## src/rtl/xkey_pkg.sv

```systemverilog
// Shared constants, types and helpers for the seed-driven XOR key generator.
// Assumes byte-wide seed storage and an 8-byte key.
package xkey_pkg;
    localparam int KEY_BYTES  = 8;
    localparam int PICK_COUNT = 7;
    localparam int RUN_CYCLES = 8;

    localparam logic [7:0] ST_NO_ID = 8'hFD;
    localparam logic [7:0] ST_SHORT = 8'hFE;

    typedef enum logic [1:0] {
        KG_IDLE,
        KG_GATHER,
        KG_FINISH
    } kg_state_e;

    // Modulo-256 sum of the eight bytes of a 64-bit word.
    function automatic logic [7:0] byte_sum64(input logic [63:0] w);
        logic [7:0] acc;
        acc = 8'd0;
        for (int i = 0; i < 8; i++) begin
            acc = acc + w[8*i +: 8];
        end
        return acc;
    endfunction
endpackage

```

## src/rtl/xkey_seed_buf.sv

```systemverilog
// Seed byte store: one synchronous write port and one combinational read port.
// Assumes the writer does not change contents while a key run reads them.
module xkey_seed_buf #(
    parameter int DEPTH = 64,
    localparam int AW   = $clog2(DEPTH)
) (
    input  logic          clk,
    input  logic          rst_n,
    input  logic          wr_en,
    input  logic [AW-1:0] wr_addr,
    input  logic [7:0]    wr_data,
    input  logic [AW-1:0] rd_addr,
    output logic [7:0]    rd_data
);
    logic [7:0] mem_q [DEPTH];

    // Clear on reset, otherwise store one byte per write strobe.
    always_ff @(posedge clk) begin
        if (!rst_n) begin
            for (int i = 0; i < DEPTH; i++) begin
                mem_q[i] <= 8'd0;
            end
        end else if (wr_en) begin
            mem_q[wr_addr] <= wr_data;
        end
    end

    // Combinational read of the addressed byte.
    assign rd_data = mem_q[rd_addr];
endmodule

```

## src/rtl/xkey_index_calc.sv

```systemverilog
// Seed position calculator: derives a = L/5 and b = L/7 by reciprocal
// multiplication and forms the seven seed positions used by the key.
// Assumes L <= 60 (the top clamps it); the reciprocals are exact in that range.
module xkey_index_calc #(
    parameter int DEPTH = 64,
    localparam int AW   = $clog2(DEPTH)
) (
    input  logic [7:0]                len,
    output logic [6:0][AW-1:0]        pick
);
    localparam logic [15:0] RECIP5  = 16'd13;
    localparam int          SHIFT5  = 6;
    localparam logic [15:0] RECIP7  = 16'd37;
    localparam int          SHIFT7  = 8;

    logic [15:0] prod5, prod7;
    logic [7:0]  quo5, quo7;
    logic [7:0]  pos [7];

    // Reciprocal products standing in for the two divisions.
    always_comb begin
        prod5 = {8'd0, len} * RECIP5;
        prod7 = {8'd0, len} * RECIP7;
        quo5  = 8'(prod5 >> SHIFT5);
        quo7  = 8'(prod7 >> SHIFT7);
    end

    // Seed positions in key-byte order.
    always_comb begin
        pos[0] = quo7 * 8'd4;
        pos[1] = quo5;
        pos[2] = quo7;
        pos[3] = quo7 * 8'd6;
        pos[4] = quo7 * 8'd3;
        pos[5] = quo5 * 8'd3;
        pos[6] = quo7 * 8'd5;
    end

    genvar g;
    generate
        for (g = 0; g < 7; g++) begin : g_pick
            assign pick[g] = AW'(pos[g]);
        end
    endgenerate
endmodule

```

## src/rtl/xkey_decoder.sv

```systemverilog
// Stream decoder: XORs each valid byte with the key byte chosen by its
// position in the current data field; output registered one cycle.
// Assumes the key input is stable while a field is being decoded.
module xkey_decoder (
    input  logic        clk,
    input  logic        rst_n,
    input  logic [63:0] key,
    input  logic        in_valid,
    input  logic        in_first,
    input  logic [7:0]  in_data,
    output logic [7:0]  out_data,
    output logic        out_valid
);
    logic [2:0] pos_q;
    logic [2:0] pos_now;

    // Field start forces position zero.
    assign pos_now = in_first ? 3'd0 : pos_q;

    // Decode one byte and advance the position counter.
    always_ff @(posedge clk) begin
        if (!rst_n) begin
            pos_q     <= 3'd0;
            out_data  <= 8'd0;
            out_valid <= 1'b0;
        end else begin
            out_valid <= in_valid;
            if (in_valid) begin
                out_data <= in_data ^ key[8*pos_now +: 8];
                pos_q    <= pos_now + 3'd1;
            end
        end
    end
endmodule

```

## src/rtl/xkey_gen.sv

```systemverilog
// Seed-driven XOR key generator top. Captures an identifier checksum, then
// on start gathers seven seed bytes one per cycle, finishes with the variant
// byte and status, and pulses done a fixed eight cycles after start.
// Assumes seed, identifier and variant are held steady during a run.
module xkey_gen #(
    parameter int SEED_DEPTH = 64,
    parameter int MIN_LEN    = 30,
    parameter int MAX_LEN    = 60,
    localparam int AW        = $clog2(SEED_DEPTH)
) (
    input  logic          clk,
    input  logic          rst_n,
    input  logic          seed_wr_en,
    input  logic [AW-1:0] seed_wr_addr,
    input  logic [7:0]    seed_wr_data,
    input  logic [7:0]    seed_len,
    input  logic [63:0]   uid,
    input  logic          uid_capture,
    input  logic [7:0]    variant,
    input  logic          start,
    output logic [63:0]   key,
    output logic          key_valid,
    output logic [7:0]    status,
    output logic          done,
    input  logic          dec_valid,
    input  logic          dec_first,
    input  logic [7:0]    dec_in,
    output logic [7:0]    dec_out,
    output logic          dec_out_valid
);
    import xkey_pkg::*;

    localparam logic [7:0] MAX_L8 = 8'(MAX_LEN);
    localparam logic [7:0] MIN_L8 = 8'(MIN_LEN);
    localparam logic [2:0] LAST_PICK = 3'(PICK_COUNT - 1);

    kg_state_e         state_q;
    logic [2:0]        step_q;
    logic [7:0]        len_q;
    logic [7:0]        id_chk_q;
    logic              id_armed_q;
    logic              no_id_q;
    logic              short_q;
    logic [7:0]        acc_q [PICK_COUNT];
    logic [63:0]       key_q;
    logic              kv_q;
    logic [7:0]        status_q;
    logic              done_q;

    logic [6:0][AW-1:0] pick;
    logic [AW-1:0]      rd_addr;
    logic [7:0]         rd_data;
    logic [7:0]         len_clamped;
    logic [7:0]         last_byte;
    logic [63:0]        key_next;

    // Clamp overlong seeds to the maximum length.
    assign len_clamped = (seed_len > MAX_L8) ? MAX_L8 : seed_len;

    xkey_seed_buf #(.DEPTH(SEED_DEPTH)) u_buf (
        .clk     (clk),
        .rst_n   (rst_n),
        .wr_en   (seed_wr_en),
        .wr_addr (seed_wr_addr),
        .wr_data (seed_wr_data),
        .rd_addr (rd_addr),
        .rd_data (rd_data)
    );

    xkey_index_calc #(.DEPTH(SEED_DEPTH)) u_idx (
        .len  (len_q),
        .pick (pick)
    );

    // Read the seed position for the current gather step.
    assign rd_addr = pick[step_q];

    // Assemble the finished key with the variant byte on top.
    always_comb begin
        last_byte = acc_q[0] + variant;
        key_next  = {last_byte, acc_q[6], acc_q[5], acc_q[4],
                     acc_q[3], acc_q[2], acc_q[1], acc_q[0]};
    end

    // Latch the identifier checksum and arm generation on a capture strobe.
    always_ff @(posedge clk) begin
        if (!rst_n) begin
            id_chk_q   <= 8'd0;
            id_armed_q <= 1'b0;
        end else if (uid_capture) begin
            id_chk_q   <= byte_sum64(uid);
            id_armed_q <= 1'b1;
        end
    end

    // Run sequencer: accept, gather seven bytes, finish and report.
    always_ff @(posedge clk) begin
        if (!rst_n) begin
            state_q  <= KG_IDLE;
            step_q   <= 3'd0;
            len_q    <= 8'd0;
            no_id_q  <= 1'b0;
            short_q  <= 1'b0;
            key_q    <= 64'd0;
            kv_q     <= 1'b0;
            status_q <= 8'd0;
            done_q   <= 1'b0;
            for (int i = 0; i < PICK_COUNT; i++) begin
                acc_q[i] <= 8'd0;
            end
        end else begin
            unique case (state_q)
                KG_IDLE: begin
                    done_q <= 1'b0;
                    if (start) begin
                        kv_q    <= 1'b0;
                        len_q   <= len_clamped;
                        no_id_q <= !id_armed_q;
                        short_q <= (seed_len < MIN_L8);
                        step_q  <= 3'd0;
                        state_q <= KG_GATHER;
                    end
                end
                KG_GATHER: begin
                    acc_q[step_q] <= rd_data ^ id_chk_q;
                    if (step_q == LAST_PICK) begin
                        state_q <= KG_FINISH;
                    end else begin
                        step_q <= step_q + 3'd1;
                    end
                end
                KG_FINISH: begin
                    done_q  <= 1'b1;
                    state_q <= KG_IDLE;
                    step_q  <= 3'd0;
                    if (no_id_q) begin
                        status_q <= ST_NO_ID;
                        key_q    <= 64'd0;
                        kv_q     <= 1'b0;
                    end else if (short_q) begin
                        status_q <= ST_SHORT;
                        key_q    <= 64'd0;
                        kv_q     <= 1'b0;
                    end else begin
                        status_q <= byte_sum64(key_next);
                        key_q    <= key_next;
                        kv_q     <= 1'b1;
                    end
                end
                default: state_q <= KG_IDLE;
            endcase
        end
    end

    xkey_decoder u_dec (
        .clk       (clk),
        .rst_n     (rst_n),
        .key       (key_q),
        .in_valid  (dec_valid),
        .in_first  (dec_first),
        .in_data   (dec_in),
        .out_data  (dec_out),
        .out_valid (dec_out_valid)
    );

    assign key       = key_q;
    assign key_valid = kv_q;
    assign status    = status_q;
    assign done      = done_q;
endmodule

```

## config.mk

```make
export PLATFORM = sky130hd
export DESIGN_NAME = xkey_gen
export DESIGN_NICKNAME = d
export VERILOG_FILES = /design/src/rtl/xkey_pkg.sv /design/src/rtl/xkey_seed_buf.sv /design/src/rtl/xkey_index_calc.sv /design/src/rtl/xkey_decoder.sv /design/src/rtl/xkey_gen.sv
export SDC_FILE = /design/constraint.sdc
export NUM_CORES = 2
export LEC_CHECK = 0
export BUFFER_PORTS_ARGS = -buffer_cell sky130_fd_sc_hd__buf_2
export CORE_ASPECT_RATIO = 0.6
export CORE_MARGIN = 2
export CORE_UTILIZATION = 30
export CTS_CLUSTER_SIZE = 12
export DETAILED_ROUTE_END_ITERATION = 16
export HOLD_SLACK_MARGIN = 0.08
export REMOVE_ABC_BUFFERS = 1
export SLEW_MARGIN = 20
export SYNTH_ARGS = -nofsm -noshare
export SYNTH_HDL_FRONTEND = slang
export SYNTH_SLANG_ARGS = --single-unit
```

## constraint.sdc

```tcl
create_clock -name clk -period 6.05 [get_ports clk]
set_clock_uncertainty 0.2 [all_clocks]
set_input_delay 1.21 -clock clk [delete_from_list [all_inputs] [get_ports clk]]
set_output_delay 1.21 -clock clk [all_outputs]
set_load 0.02 [all_outputs]
```

Word-level counts from Yosys, hierarchy flattened. Memories as Yosys holds them, arrays and structs flattened. Cells that the tools add are included.

Equal/unequal tests: 6. Reductions and logical operators: 10. $add $sub $neg: 17. Shift operators: 1. Bitwise operators: 2. Magnitude comparators: 3. Muxes and demuxes: 32. Multiply operators: 6.

Operator list (count): 64-bit two-way mux (2); 8-bit adder (15); 64-bit by 7-bit variable part select with 8-bit output (1); 8-bit two-way mux (5); 6-bit binary-select mux with 3-bit select (1); 8-bit OR reduction (2); 8-bit bitwise XOR (2); 8-bit by 6-bit multiplier with 14-bit output, second input constant (1); 6-bit by 2-bit multiplier with 6-bit output, second input constant (2); 8-bit by 4-bit multiplier with 12-bit output, second input constant (1); 1-bit two-way mux (12); 3-bit two-way mux (4); 6-bit two-way mux (2); 3-bit case mux with 3 select lines (1); 8-bit by 6-bit > comparator with 1-bit output, second input constant (1); 8-bit by 5-bit less-than comparator with 1-bit output, second input constant (1); 3-bit by 1-bit adder with 3-bit output, second input constant (2); 6-bit by 2-bit multiplier with 5-bit output, second input constant (1); 6-bit by 3-bit multiplier with 6-bit output, second input constant (1); 2-bit inequality test, second input constant (3); 2-bit AND reduction (3); 3-bit by 4-bit less-than comparator with 1-bit output, second input constant (1); 2-bit two-way mux (2); 1-bit case mux with 2 select lines (2); 9 further kinds (9).

Memories kept: 2. Logic and storage cells: 93. RAM bits: 568. Bits in registers: 110.

Memories: u_buf.mem_q (words 64, width 8, read ports 1, clocked after memory_dff 0, wr ports 64, line xkey_seed_buf.sv:15) `logic [7:0] mem_q [DEPTH];`; acc_q (words 7, width 8, read ports 7, clocked after memory_dff 0, wr ports 7, line xkey_gen.sv:44) `logic [7:0] acc_q [PICK_COUNT];`.

Logic depth before layout (Yosys ltp). An unclocked memory read counts as a cell.

Depth after elaboration: 10. Mapped depth: 26.

By module. Synthesis repeated with hierarchy kept, for this count alone.

Cell total of the unflattened synthesis: 2702. Area total of the unflattened synthesis: 35182.5 µm².

By module, submodules not included: xkey_seed_buf (seq. area each 15374.7 µm², area each 23782.8 µm², cells each 1569, instances 1); xkey_gen (seq. area each 3563.4 µm², area each 8390.5 µm², cells each 763, instances 1); xkey_index_calc (seq. area each 0.0 µm², area each 1707.9 µm², cells each 205, instances 1); xkey_decoder (seq. area each 240.2 µm², area each 1301.2 µm², cells each 165, instances 1).

Least setup slack after synthesis. No wires, ideal clock.

Path type: reg-to-reg. Start: reg len_q[7]. End: mem acc_q[0][0] (data pin). Period minus slack after synthesis: 6.010 ns. Path buffers: 1. Arrival time: 5.539 ns. Path slack: 0.040 ns. Library setup time: 0.271 ns. Cell stages (with the launch flop): 21. Cell sequence: dfxtp_1 > ha_1 > ha_1 > fa_1 > ha_1 > a2111oi_0 > o21ai_1 > a41oi_2 > nor2_1 > nor2_1 > xnor2_1 > ha_1 > mux2_2 > nor2_1 > or3b_1 > a221oi_4 > buf_6 > mux2i_1 > mux2i_1 > xnor2_1 > nor2_1.

RTL lines: from (decl) (line xkey_gen.sv:39) `logic [7:0] len_q;`; from (signal assigned) (line xkey_gen.sv:117) `len_q <= len_clamped;`; to (decl) (line xkey_gen.sv:44).

==> flow_summary.yaml <==
detailed_routing:
  routed-wl-met3_um: 7790
  drt-met1-wl_um: 49800
  first_pass_iters: 5
  drc: 0
  num_vias: 23000
  top_layer_used: "met4"
  drtIter0Drc: 2121
  met2_length_um: 39300
  ant_nets: 0
  detail_route.wl_per_cell_um: 20.3
  via_per_inst: 4.76
  wirelength_um: 98100
pwr:
  power_frac_comb_pct: 26.3
  finalPower_uw: 12800
  pwr_density_cell_nw_per_um2: 299
  p_leak_uw: 0.0182
  p_clk_share_pct: 31.5
  seqPwrFrac_pct: 42.2
  switching_share_pct: 29.4
  p_sw_uw: 3760
  ir_drop_uv: 191
  internal_power_uw: 9020
final_layout:
  finalNonFillerCells: 4837
  nets: 3481
  design_area_um2: 42700
  drive_gt1_share_pct: 18.9
  area_delta_synth_final_pct: 18.8
clocking:
  h-tree-depth: 3
  ctsRootBufferMaster: "clkbuf_16"
  cts_tree: "built"
  cts_buffers: 68
  clkSinkCount: 678
  path_clk_slew_ns: 0.06
  clk_path_buf_depth: 3
  clock_latency_ns: 0.65
yosys:
  ys_seq_area_share_pct: 53.4
  synth.avg_cell_area_um2: 12.3
  synthDistinctLibCells: 67
  syn_inst: 2926
  ys_seq_elements: 678
  synth-edff-count: 560
  synth_area_um2: 35900
  ys_warn_count: 0
  synth-main-ff-cell: "edfxtp_1"
  synthArstFlopShare_pct: 0
  synth_area_leader_cell: "edfxtp_1"
  netlist.area_leader.share_pct: 46.8
  synthTopCellsByArea: "edfxtp_1 (47%), mux2i_1 (14%), and2_1 (9.0%)"
sta:
  slew_viol_final: 0
  max_freq_ghz: 0.164
  finalSetupTns_ns: -0.661
  finalSetupViolCount: 28
  worst_slack_ns: -0.0488
  finalCritPeriodShare_pct: 101
  min_period_ns: 6.10
  rsz0062_at_grt: "yes"
  timing.hold.ws_ns: 0.263
  tightest_slew_ns: 1.16
  finalHoldViolCount: 0
  maxSlewHeadroom_pct: 22.4
run_status:
  status: "finished with violations"
  violations: "negative setup slack"
global_route:
  grt_pass1_wl_um: 147000
  grt_max_degree: 83
  gr-usage-all-layers_pct: 15.8
  overflow: 0
  grt_antenna_before_repair: 3
  grt_pass1_vias: 22400
critical_path:
  endpoint_kind: "flop"
  critical_path_buf_inv_count: 9
  crit_path_top_delay_cell: "fa_1"
  crit_fanout: 8
  cp.required_ns: 6.20
  startpoint_type: "flop"
  path_class: "reg2reg"
  slowest_delay_ns: 0.53
  critPathArrivalTime_ns: 6.25
  cp_top_family: "adder cells"
floorplan:
  start_util_pct: 30.2
  die_w_um: 451
  die_h_um: 272
  rows: 98
  pin_count: 192
  dieArea_um2: 123000
  core-area_um2: 119000
place:
  dp_hpwl_um: 67200
  gp_congestion: 0.862
  place_inst: 4714
  placed_cell_area_um2: 39800
  numPortBuffers: 191
min_path:
  hp-class: "reg2reg"
flow_run:
  maxCapViolCount: 0
==> power by group through the flow <==
stage | clock (µW) | sequential [µW] | combinational (µW)
after global placement | 0 | 5480 | 3120
after global routing | 4280 | 5410 | 3720
final | 4020 | 5390 | 3360
after detailed placement | 0 | 5480 | 3130
after CTS | 4100 | 5390 | 3250
after floorplan | 0 | 5440 | 2250
==> per-layer routing <==
layer	vias up	global-route usage [%]
met2	743	21.4
met4	0	3.01
met5	-	0
met1	11400	25.5
li1	10900	-
met3	79	3.05
==> logic make-up (layout without fill, tap and decap cells) <==
family	after synthesis	after routing	synth area share (%)
muxes	529	529	15.1
xor gates and xnor gates	74	74	1.82
other	0	1	0
AOI/OAI and AO/OA	298	298	5.25
buffers and inverters	317	627	3.39
adders and majority gates	166	166	7.61
DFF	678	678	53.4
and+or+nand+nor	864	864	13.4
==> timing repair <==
action | CTS | global route
gates cloned | 1 | 0
setup endpoints to repair | 56 | 56
hold buffers | 0 | 0
gates resized for setup | 57 | 96
setup buffers | 16 | 6
pin swaps | 12 | 28
==> worst reg2reg max path, delay by kind of cell (launching register included) <==
family,cells,cell delay [ns]
and+or+nand+nor,1,0.05
xor gates and xnor gates,1,0.12
buffers and inverters,9,1.23
DFF,1,0.36
muxes,6,1.00
AOI/OAI and AO/OA,7,1.35
adders and majority gates,5,1.49
==> cell usage in the layout (no fill, tap or decap), types with 46 or more instances in the layout <==
master,Yosys,routed
a21oi_1,52,46
and2_1,517,516
buf_2,16,190
buf_4,0,171
clkbuf_16,0,71
dfxtp_1,118,112
edfxtp_1,560,560
fa_1,88,87
ha_1,77,62
inv_1,129,127
mux2i_1,514,480
nand2_1,69,68
nor2_1,162,148
o21ai_0,117,85
==> metrics by stage <==
stage / setup slack (ns) / util, %
finish: -0.0488 / 35.9
global route: -0.192 / 35.9
CTS: 0.00406 / 35.5
detailed placement: -0.422 / 33.4
global placement: -0.246 / 33.4
floorplan: -26.01 / -
==> path summary, 6_finish.rpt <==
kind,startpoint,to,slack [ns],cells after the start
worst max register to register,len_q[6],acc_q[2][0],-0.05,29
worst min register to register,key_valid,key_valid,0.26,2
worst min-delay path,key_valid,key_valid,0.26,2
worst max-delay path,len_q[6],acc_q[2][0],-0.05,29
==> cell usage after synthesis (4+ instances only) <==
cell	count
nand2_1	69
o21ai_1	11
o21ai_0	117
nor3_1	14
or2_2	4
nand2b_1	10
and2_1	517
a21o_1	10
nor2b_1	32
nand3_1	23
clkbuf_1	135
xor2_1	22
a21oi_1	52
nor3b_1	6
dfxtp_1	118
buf_1	32
nand3b_1	4
a31oi_1	9
o211a_1	5
mux2i_1	514
nor2_1	162
fa_1	88
o21bai_1	8
mux2_2	4
buf_2	16
nand4_1	4
mux4_2	11
or3_1	6
and3_1	4
a211oi_1	6
a22o_1	44
ha_1	77
inv_1	129
xnor2_1	51
edfxtp_1	560
o22ai_1	8
==> sequential cells by signal (all words and copies together), names as in the netlist, 2 cells and up <==
name	count
step_q	3
id_chk_q	8
acc_q	56
u_buf.mem_q	512
state_q	2
status	8
u_dec.out_data	8
len_q	8
u_dec.pos_q	3
key	64
==> final cells by class <==
cell class,instances,area [µm²]
tap,1600,2000
antenna,1,2.50
fill,11600,76300
timing repair buffer,397,2820
sequential,678,19200
inverter,131,492
clock buffer,91,1860
multi-input combinational,1931,16200
clock inverter,8,97.6
No activity file was read; power rests on OpenSTA's default activity.
